## config.mk

```make
export PLATFORM = sky130hd
export DESIGN_NAME = arb_req_gate
export DESIGN_NICKNAME = d
export VERILOG_FILES = /design/src/rtl/arb_gate_pkg.sv /design/src/rtl/agate_io_decode.sv /design/src/rtl/agate_seq.sv /design/src/rtl/agate_lane.sv /design/src/rtl/arb_req_gate.sv
export SDC_FILE = /design/constraint.sdc
export NUM_CORES = 1
export LEC_CHECK = 0
export ABC_AREA = 1
export CAP_MARGIN = 20
export CELL_PAD_IN_SITES_DETAIL_PLACEMENT = 2
export CELL_PAD_IN_SITES_GLOBAL_PLACEMENT = 2
export CORE_AREA = 2 2 46 48
export CTS_CLUSTER_SIZE = 8
export DETAILED_ROUTE_END_ITERATION = 10
export DIE_AREA = 0 0 48 50
export DONT_BUFFER_PORTS = 1
export PLACE_DENSITY_LB_ADDON = 0.3
export SLEW_MARGIN = 20
export SYNTH_ARGS = -nofsm -noshare
export SYNTH_HDL_FRONTEND = slang
export SYNTH_SLANG_ARGS = --single-unit
```

## constraint.sdc

```tcl
create_clock -name clk -period 1.8 [get_ports clk]
set_input_delay 0.18 -clock clk [delete_from_list [all_inputs] [get_ports clk]]
set_output_delay 0.18 -clock clk [all_outputs]
set_load 0.02 [all_outputs]
```

## src/rtl/arb_gate_pkg.sv

```systemverilog
package arb_gate_pkg;

    localparam int unsigned IO_AW        = 16;
    localparam int unsigned IO_DW        = 8;
    localparam logic [IO_AW-1:0] GATE_PORT = 16'h0022;
    localparam logic [IO_DW-1:0] GATE_RW_MASK = 8'h01;

    typedef enum logic [1:0] {
        MS_OFF   = 2'd0,
        MS_WAIT  = 2'd1,
        MS_ARMED = 2'd2
    } mask_state_e;

    typedef struct packed {
        logic [IO_AW-1:0] addr;
        logic             rd;
        logic             wr;
        logic [IO_DW-1:0] wdata;
    } io_req_t;

    function automatic logic port_hit(input io_req_t r);
        return (r.rd || r.wr) && (r.addr == GATE_PORT);
    endfunction

    function automatic mask_state_e next_mask_state(
        input mask_state_e cur,
        input logic        wr_hit,
        input logic        wr_bit,
        input logic        passive,
        input logic        ack_seen
    );
        mask_state_e nxt;
        nxt = cur;
        if (wr_hit && !wr_bit) begin
            nxt = MS_OFF;
        end else if (wr_hit && wr_bit && cur == MS_OFF) begin
            nxt = passive ? MS_WAIT : MS_ARMED;
        end else if (cur == MS_WAIT && ack_seen) begin
            nxt = MS_ARMED;
        end
        return nxt;
    endfunction

endpackage

```

## src/rtl/agate_io_decode.sv

```systemverilog
module agate_io_decode
    import arb_gate_pkg::*;
(
    input  logic             clk,
    input  logic             rst,
    input  io_req_t          req,
    input  logic             port_en,
    output logic             claim,
    output logic             forward,
    output logic [IO_DW-1:0] rdata,
    output logic             wr_hit,
    output logic             wr_bit
);

    logic [IO_DW-1:0] reg_q;
    logic             hit;

    always_comb begin
        hit     = port_hit(req);
        claim   = hit && port_en;
        forward = hit && !port_en;
        wr_hit  = claim && req.wr;
        wr_bit  = req.wdata[0];
        rdata   = (claim && req.rd) ? reg_q : '0;
    end

    always_ff @(posedge clk) begin
        if (rst) begin
            reg_q <= '0;
        end else if (wr_hit) begin
            reg_q <= req.wdata & GATE_RW_MASK;
        end
    end

endmodule

```

## src/rtl/agate_seq.sv

```systemverilog
module agate_seq
    import arb_gate_pkg::*;
(
    input  logic        clk,
    input  logic        rst,
    input  logic        wr_hit,
    input  logic        wr_bit,
    input  logic        passive_mode,
    input  logic        hold_ack_n,
    output mask_state_e st_q,
    output logic        arm_nxt
);

    mask_state_e st_nxt;

    always_comb begin
        st_nxt  = next_mask_state(st_q, wr_hit, wr_bit, passive_mode, !hold_ack_n);
        arm_nxt = (st_nxt == MS_ARMED);
    end

    always_ff @(posedge clk) begin
        if (rst) begin
            st_q <= MS_OFF;
        end else begin
            st_q <= st_nxt;
        end
    end

endmodule

```

## src/rtl/agate_lane.sv

```systemverilog
module agate_lane #(
    parameter int unsigned W = 1
) (
    input  logic         clk,
    input  logic         rst,
    input  logic         arm_nxt,
    input  logic         busy,
    input  logic [W-1:0] req_n_in,
    output logic [W-1:0] req_n_out,
    output logic         masked
);

    always_ff @(posedge clk) begin
        if (rst) begin
            masked <= 1'b0;
        end else begin
            masked <= arm_nxt && (masked || !busy);
        end
    end

    for (genvar i = 0; i < W; i++) begin : g_line
        assign req_n_out[i] = req_n_in[i] | masked;
    end

endmodule

```

## src/rtl/arb_req_gate.sv

```systemverilog
module arb_req_gate
    import arb_gate_pkg::*;
#(
    parameter int unsigned N_PCI = 5,
    parameter int unsigned N_GFX = 1
) (
    input  logic             clk,
    input  logic             rst,
    input  logic [15:0]      io_addr,
    input  logic             io_rd,
    input  logic             io_wr,
    input  logic [7:0]       io_wdata,
    output logic [7:0]       io_rdata,
    output logic             io_claim,
    output logic             io_forward,
    input  logic             pmc_io_en,
    input  logic             passive_mode,
    input  logic             hold_ack_n,
    input  logic             pci_busy,
    input  logic             gfx_busy,
    input  logic [N_PCI-1:0] pci_req_n_in,
    input  logic [N_GFX-1:0] gfx_req_n_in,
    input  logic             hold_req_n_in,
    output logic [N_PCI-1:0] pci_req_n_out,
    output logic [N_GFX-1:0] gfx_req_n_out,
    output logic             hold_req_n_out
);

    localparam int unsigned PRI_W = N_PCI + 1;

    io_req_t          req;
    logic             wr_hit;
    logic             wr_bit;
    mask_state_e      st_q;
    logic             arm_nxt;
    logic             pci_on;
    logic             gfx_on;
    logic [PRI_W-1:0] pri_in;
    logic [PRI_W-1:0] pri_out;

    always_comb begin
        req.addr  = io_addr;
        req.rd    = io_rd;
        req.wr    = io_wr;
        req.wdata = io_wdata;
    end

    agate_io_decode u_dec (
        .clk     (clk),
        .rst     (rst),
        .req     (req),
        .port_en (pmc_io_en),
        .claim   (io_claim),
        .forward (io_forward),
        .rdata   (io_rdata),
        .wr_hit  (wr_hit),
        .wr_bit  (wr_bit)
    );

    agate_seq u_seq (
        .clk          (clk),
        .rst          (rst),
        .wr_hit       (wr_hit),
        .wr_bit       (wr_bit),
        .passive_mode (passive_mode),
        .hold_ack_n   (hold_ack_n),
        .st_q         (st_q),
        .arm_nxt      (arm_nxt)
    );

    assign pri_in = {hold_req_n_in, pci_req_n_in};

    agate_lane #(.W(PRI_W)) u_pri (
        .clk       (clk),
        .rst       (rst),
        .arm_nxt   (arm_nxt),
        .busy      (pci_busy),
        .req_n_in  (pri_in),
        .req_n_out (pri_out),
        .masked    (pci_on)
    );

    assign pci_req_n_out  = pri_out[N_PCI-1:0];
    assign hold_req_n_out = pri_out[PRI_W-1];

    agate_lane #(.W(N_GFX)) u_gfx (
        .clk       (clk),
        .rst       (rst),
        .arm_nxt   (arm_nxt),
        .busy      (gfx_busy),
        .req_n_in  (gfx_req_n_in),
        .req_n_out (gfx_req_n_out),
        .masked    (gfx_on)
    );

endmodule

```

# Word level (Yosys, flattened, before mapping)
# Cells that the tools add are included.
[word_totals] reg_bits=5 inputBits=40 wordCells=39
[classes] n_eq_ne=3 n_mux=5 n_bitwise=7 reduce_logical=20
[ops] operator="== test 16 x 6 -> 1 bit (second input constant)" count=1
[ops] operator="logical AND 1 bit" count=11
[ops] operator="2-to-1 mux 2 bit" count=4
[ops] operator="OR 1 bit" count=7
[ops] operator="zero test 1 bit" count=5
[ops] operator="logical OR 1 bit" count=3
[ops] operator="== test 2 x 1 -> 1 bit (second input constant)" count=1
[ops] operator="== test 2 bit (second input constant)" count=1
[ops] operator="zero test 2 bit" count=1
[ops] operator="2-to-1 mux 1 bit" count=1

# Longest topological paths before layout
[depth] depth_word=10 ltp_mapped=11 mapped_depth_nobuf=11

# By module
# Synthesis repeated with hierarchy kept, for this count alone.
[unflattened] hier_cells=90 hier_area_um2=506.7
[modules_own_cells] module="agate_io_decode" instances=1 cells_per_inst=51 area_each_um2=270.3 seq_area_each_um2=20.0
[modules_own_cells] module="agate_seq" instances=1 cells_per_inst=20 area_each_um2=115.1 seq_area_each_um2=40.0
[modules_own_cells] module="agate_lane (u_pri)" instances=1 cells_per_inst=12 area_each_um2=76.3 seq_area_each_um2=20.0
[modules_own_cells] module="agate_lane (u_gfx)" instances=1 cells_per_inst=7 area_each_um2=45.0 seq_area_each_um2=20.0

# Worst setup path before layout
# No wires, ideal clock.
[synth_timing] path_kind="input port to flip-flop" startpoint="in io_addr[15]" endpoint="reg u_gfx.masked" setup_ps=112 t_arrival_ps=1181 required_time_ps=1688 slack_ps=507 path_stages=7 n_path_buf=0 path_cell_list="or2_1 > nor2_1 > nand3_2 > nor2_4 > nand4_1 > nand3_2 > nor2_1"
[synth_between] elab_chain_len=10 elab_cells_between_ends=11 classes_between="eq/ne (2); mux (2); reduce/logical (7)"
[synth_rtl] element="start: declaration" line="arb_req_gate.sv:9" source="input logic [15:0] io_addr,"
[synth_rtl] element="== test 16 x 6 -> 1 bit *" line="arb_gate_pkg.sv:22" source="return (r.rd || r.wr) && (r.addr == GATE_PORT);"
[synth_rtl] element="logical AND 1 bit *" line="arb_gate_pkg.sv:22"
[synth_rtl] element="logical AND 1 bit *" line="agate_io_decode.sv:20" source="claim = hit && port_en;"
[synth_rtl] element="named net io_claim" line="arb_req_gate.sv:14" source="output logic io_claim,"
[synth_rtl] element="logical AND 1 bit *" line="agate_io_decode.sv:22" source="wr_hit = claim && req.wr;"
[synth_rtl] element="logical AND 1 bit (2 in series)" line="arb_gate_pkg.sv:36" source="end else if (wr_hit && wr_bit && cur == MS_OFF) begin"
[synth_rtl] element="2-to-1 mux 2 bit" line="arb_gate_pkg.sv:36"
[synth_rtl] element="2-to-1 mux 2 bit *" line="arb_gate_pkg.sv:34" source="if (wr_hit && !wr_bit) begin"
[synth_rtl] element="== test 2 bit *" line="agate_seq.sv:18" source="arm_nxt = (st_nxt == MS_ARMED);"
[synth_rtl] element="logical AND 1 bit *" line="agate_lane.sv:17" source="masked <= arm_nxt && (masked || !busy);"
[synth_rtl] element="end signal: assignment" line="agate_lane.sv:17"
[synth_rtl] element="end: declaration" line="agate_lane.sv:10" source="output logic masked"
# The timed path passes the listed nets; every way through them passes the cells marked *.
# A chain may end at the register's enable or synchronous reset.

# Final worst setup path
[layout_timing] startpoint="in io_addr[15]" endpoint="out io_rdata[0]"
[layout_between] elab_chain_len=5
[layout_rtl] element="== test 16 x 6 -> 1 bit" line="arb_gate_pkg.sv:22"
[layout_rtl] element="logical AND 1 bit" line="arb_gate_pkg.sv:22"
[layout_rtl] element="logical AND 1 bit" line="agate_io_decode.sv:20"
[layout_rtl] element="named net io_claim" line="arb_req_gate.sv:14"
[layout_rtl] element="logical AND 1 bit" line="agate_io_decode.sv:24" source="rdata = (claim && req.rd) ? reg_q : '0;"
[layout_rtl] element="2-to-1 mux 1 bit" line="agate_io_decode.sv:24"
[layout_rtl] element="end: declaration" line="arb_req_gate.sv:13" source="output logic [7:0] io_rdata,"
# The timed path passes the listed nets, and every way through them passes these cells.

==> reports/metrics.cfg <==
[run_status]
status=finished clean

[cts]
cts.sinks=5
hold_buffers=0
worstSkewPairLatency_ns=0.24
clk_pin_slew_ns=0.04
clockBufferDepth=2
ctsResizeCount=0
cts_buffers=3
htree_levels=1
cts_root_buf=clkbuf_4
tritoncts=done
post_cts_buffers=0

[critical_path]
critPathLaunchType=primary input
end_kind=primary output
arrival_ns=1.18
critical_path_class=primary input to primary output
rr_worst_depth=4
path_max_fanout=5
crit_required_ns=1.62

[layout]
final_layout_size_suffix_gt1_frac=0.200
post-route-util=0.247
layout_common_cells=inv_1, nor2_1, nand2_1, or2_2, conb_1
final_common_cell=inv_1
area_delta_synth_final_pct=6.84
multiInputGateArea_um2=260
nFillCells=259
antennaDiodeCount=0
instances_no_fill=102
area.sequential_um2=100
final_net_count=116

[sta]
clock.fmax_ghz=0.734
rsz0062_at_grt=no
skew_ns=0.00309
setup_viol=0
slew_violations=0
fin_tns_setup_ns=0
finalCriticalPeriod_ns=1.36
fin_crit_sh=0.757
final_hold_viol_count=0

[placement]
placed_cells=98
port_buffers=0
gp_congestion=0.631
dp_hpwl_um=963

[global_routing]
grt_max_degree=8
grt.overflow.total=0
grt_pass1_vias=411
antenna_found_initial=0
grt_pass1_wl_mm=1.59
track_usage=0.0984

[detailed_routing]
drt_iter0_drc=0
dr.pass1.iters=1
drc=0
wire_per_inst_um=10.4
wl_mm=1.06
ant_nets=0
viasPerCell=4.16
via_count=424

[hold_path]
whs_path_depth=2
hold_path.class=primary input to flop

[die]
io_pins=57
core_um2=1900
die_w_um=48
dieArea_um2=2400
dieHeight_um=50
start_util=0.231
rows=16

[logic_synthesis]
synth_cells=72
synth_area_um2=439
yosysTopAreaCell=dfxtp_1
ys_warn_count=0
synth_area_leaders=dfxtp_1, buf_4, inv_1
syn_avg_cell_area_um2=6.10
seq_area_frac_synth=0.228
yosysTopAreaCellShare=0.228
synth_seq_cells=5
ys_types=17

[power]
ir_drop_mv=0.189
p_leak_nw=0.239
power_density_nw_per_um2=625

[job]
drv_cap=0

-- layer usage --
layer / up-vias / global-route usage / routed length (um)
met2: 17 / 0.147 / 567
met3: 4 / 0.0220 / 57
li1: 208 / - / -
met1: 195 / 0.0993 / 388
met4: 0 / 0.108 / 47
met5: - / 0 / 0
-- cells by family after synthesis --
kind of cell,Yosys count,share of synthesized area
AO/OA/AOI/OAI,4,0.0456
buffers and inverters,20,0.231
flip-flops,5,0.228
other,1,0.00854
AND/OR/NAND/NOR,42,0.487
-- layout make-up --
class,count,area share
inverter,13,0.104
clock buffer,4,0.0560
multi-input combinational,53,0.555
sequential,5,0.213
tap,27,0.0720
-- worst paths after layout --
check,from,end,slack (ns)
worst max-delay path,io_addr[15],io_rdata[0],0.44
worst max register to register,u_seq.st_q[0],u_gfx.masked,0.67
worst min register to register,u_dec.reg_q[0],u_dec.reg_q[0],0.48
worst min-delay path,io_wr,u_dec.reg_q[0],0.10
-- critical path, cell delays in order --
cell     delay (ns)
or2_1          0.21
nor2_1         0.15
nand3_2        0.13
nor2_4         0.23
and3_2         0.29
-- metrics by stage --
stage | hold slack [ns] | setup slack [ns] | instance area (um^2) | power [mW]
2_1_floorplan | 0.336 | 0.507 | 462 | 0.171
3_3_place_gp | 0.347 | 0.328 | 443 | 0.162
3_5_place_dp | 0.353 | 0.315 | 443 | 0.164
4_1_cts | 0.0998 | 0.427 | 469 | 0.299
5_1_grt | 0.101 | 0.328 | 469 | 0.311
6_report | 0.101 | 0.437 | 469 | 0.293
-- power breakdown --
group	internal, mW	total, mW	switching, mW
clock	0.0840	0.132	0.0480
sequential	0.111	0.111	0.000000226
combinational	0.0130	0.0500	0.0370
total	0.208	0.293	0.0850
-- synthesized netlist by cell type (all sizes together) --
library cell   n
a21oi          3
and3           1
buf            7
conb           1
dfxtp          5
inv           13
nand2         11
nand3          5
nand4          2
nor2          14
nor3           1
o21ai          1
or2            8
-- sequential cells by signal (all words and copies together), names as in the netlist --
name,cells
u_dec.reg_q,1
u_gfx.masked,1
u_pri.masked,1
u_seq.st_q,2
Power figures use the tool's default switching activity.
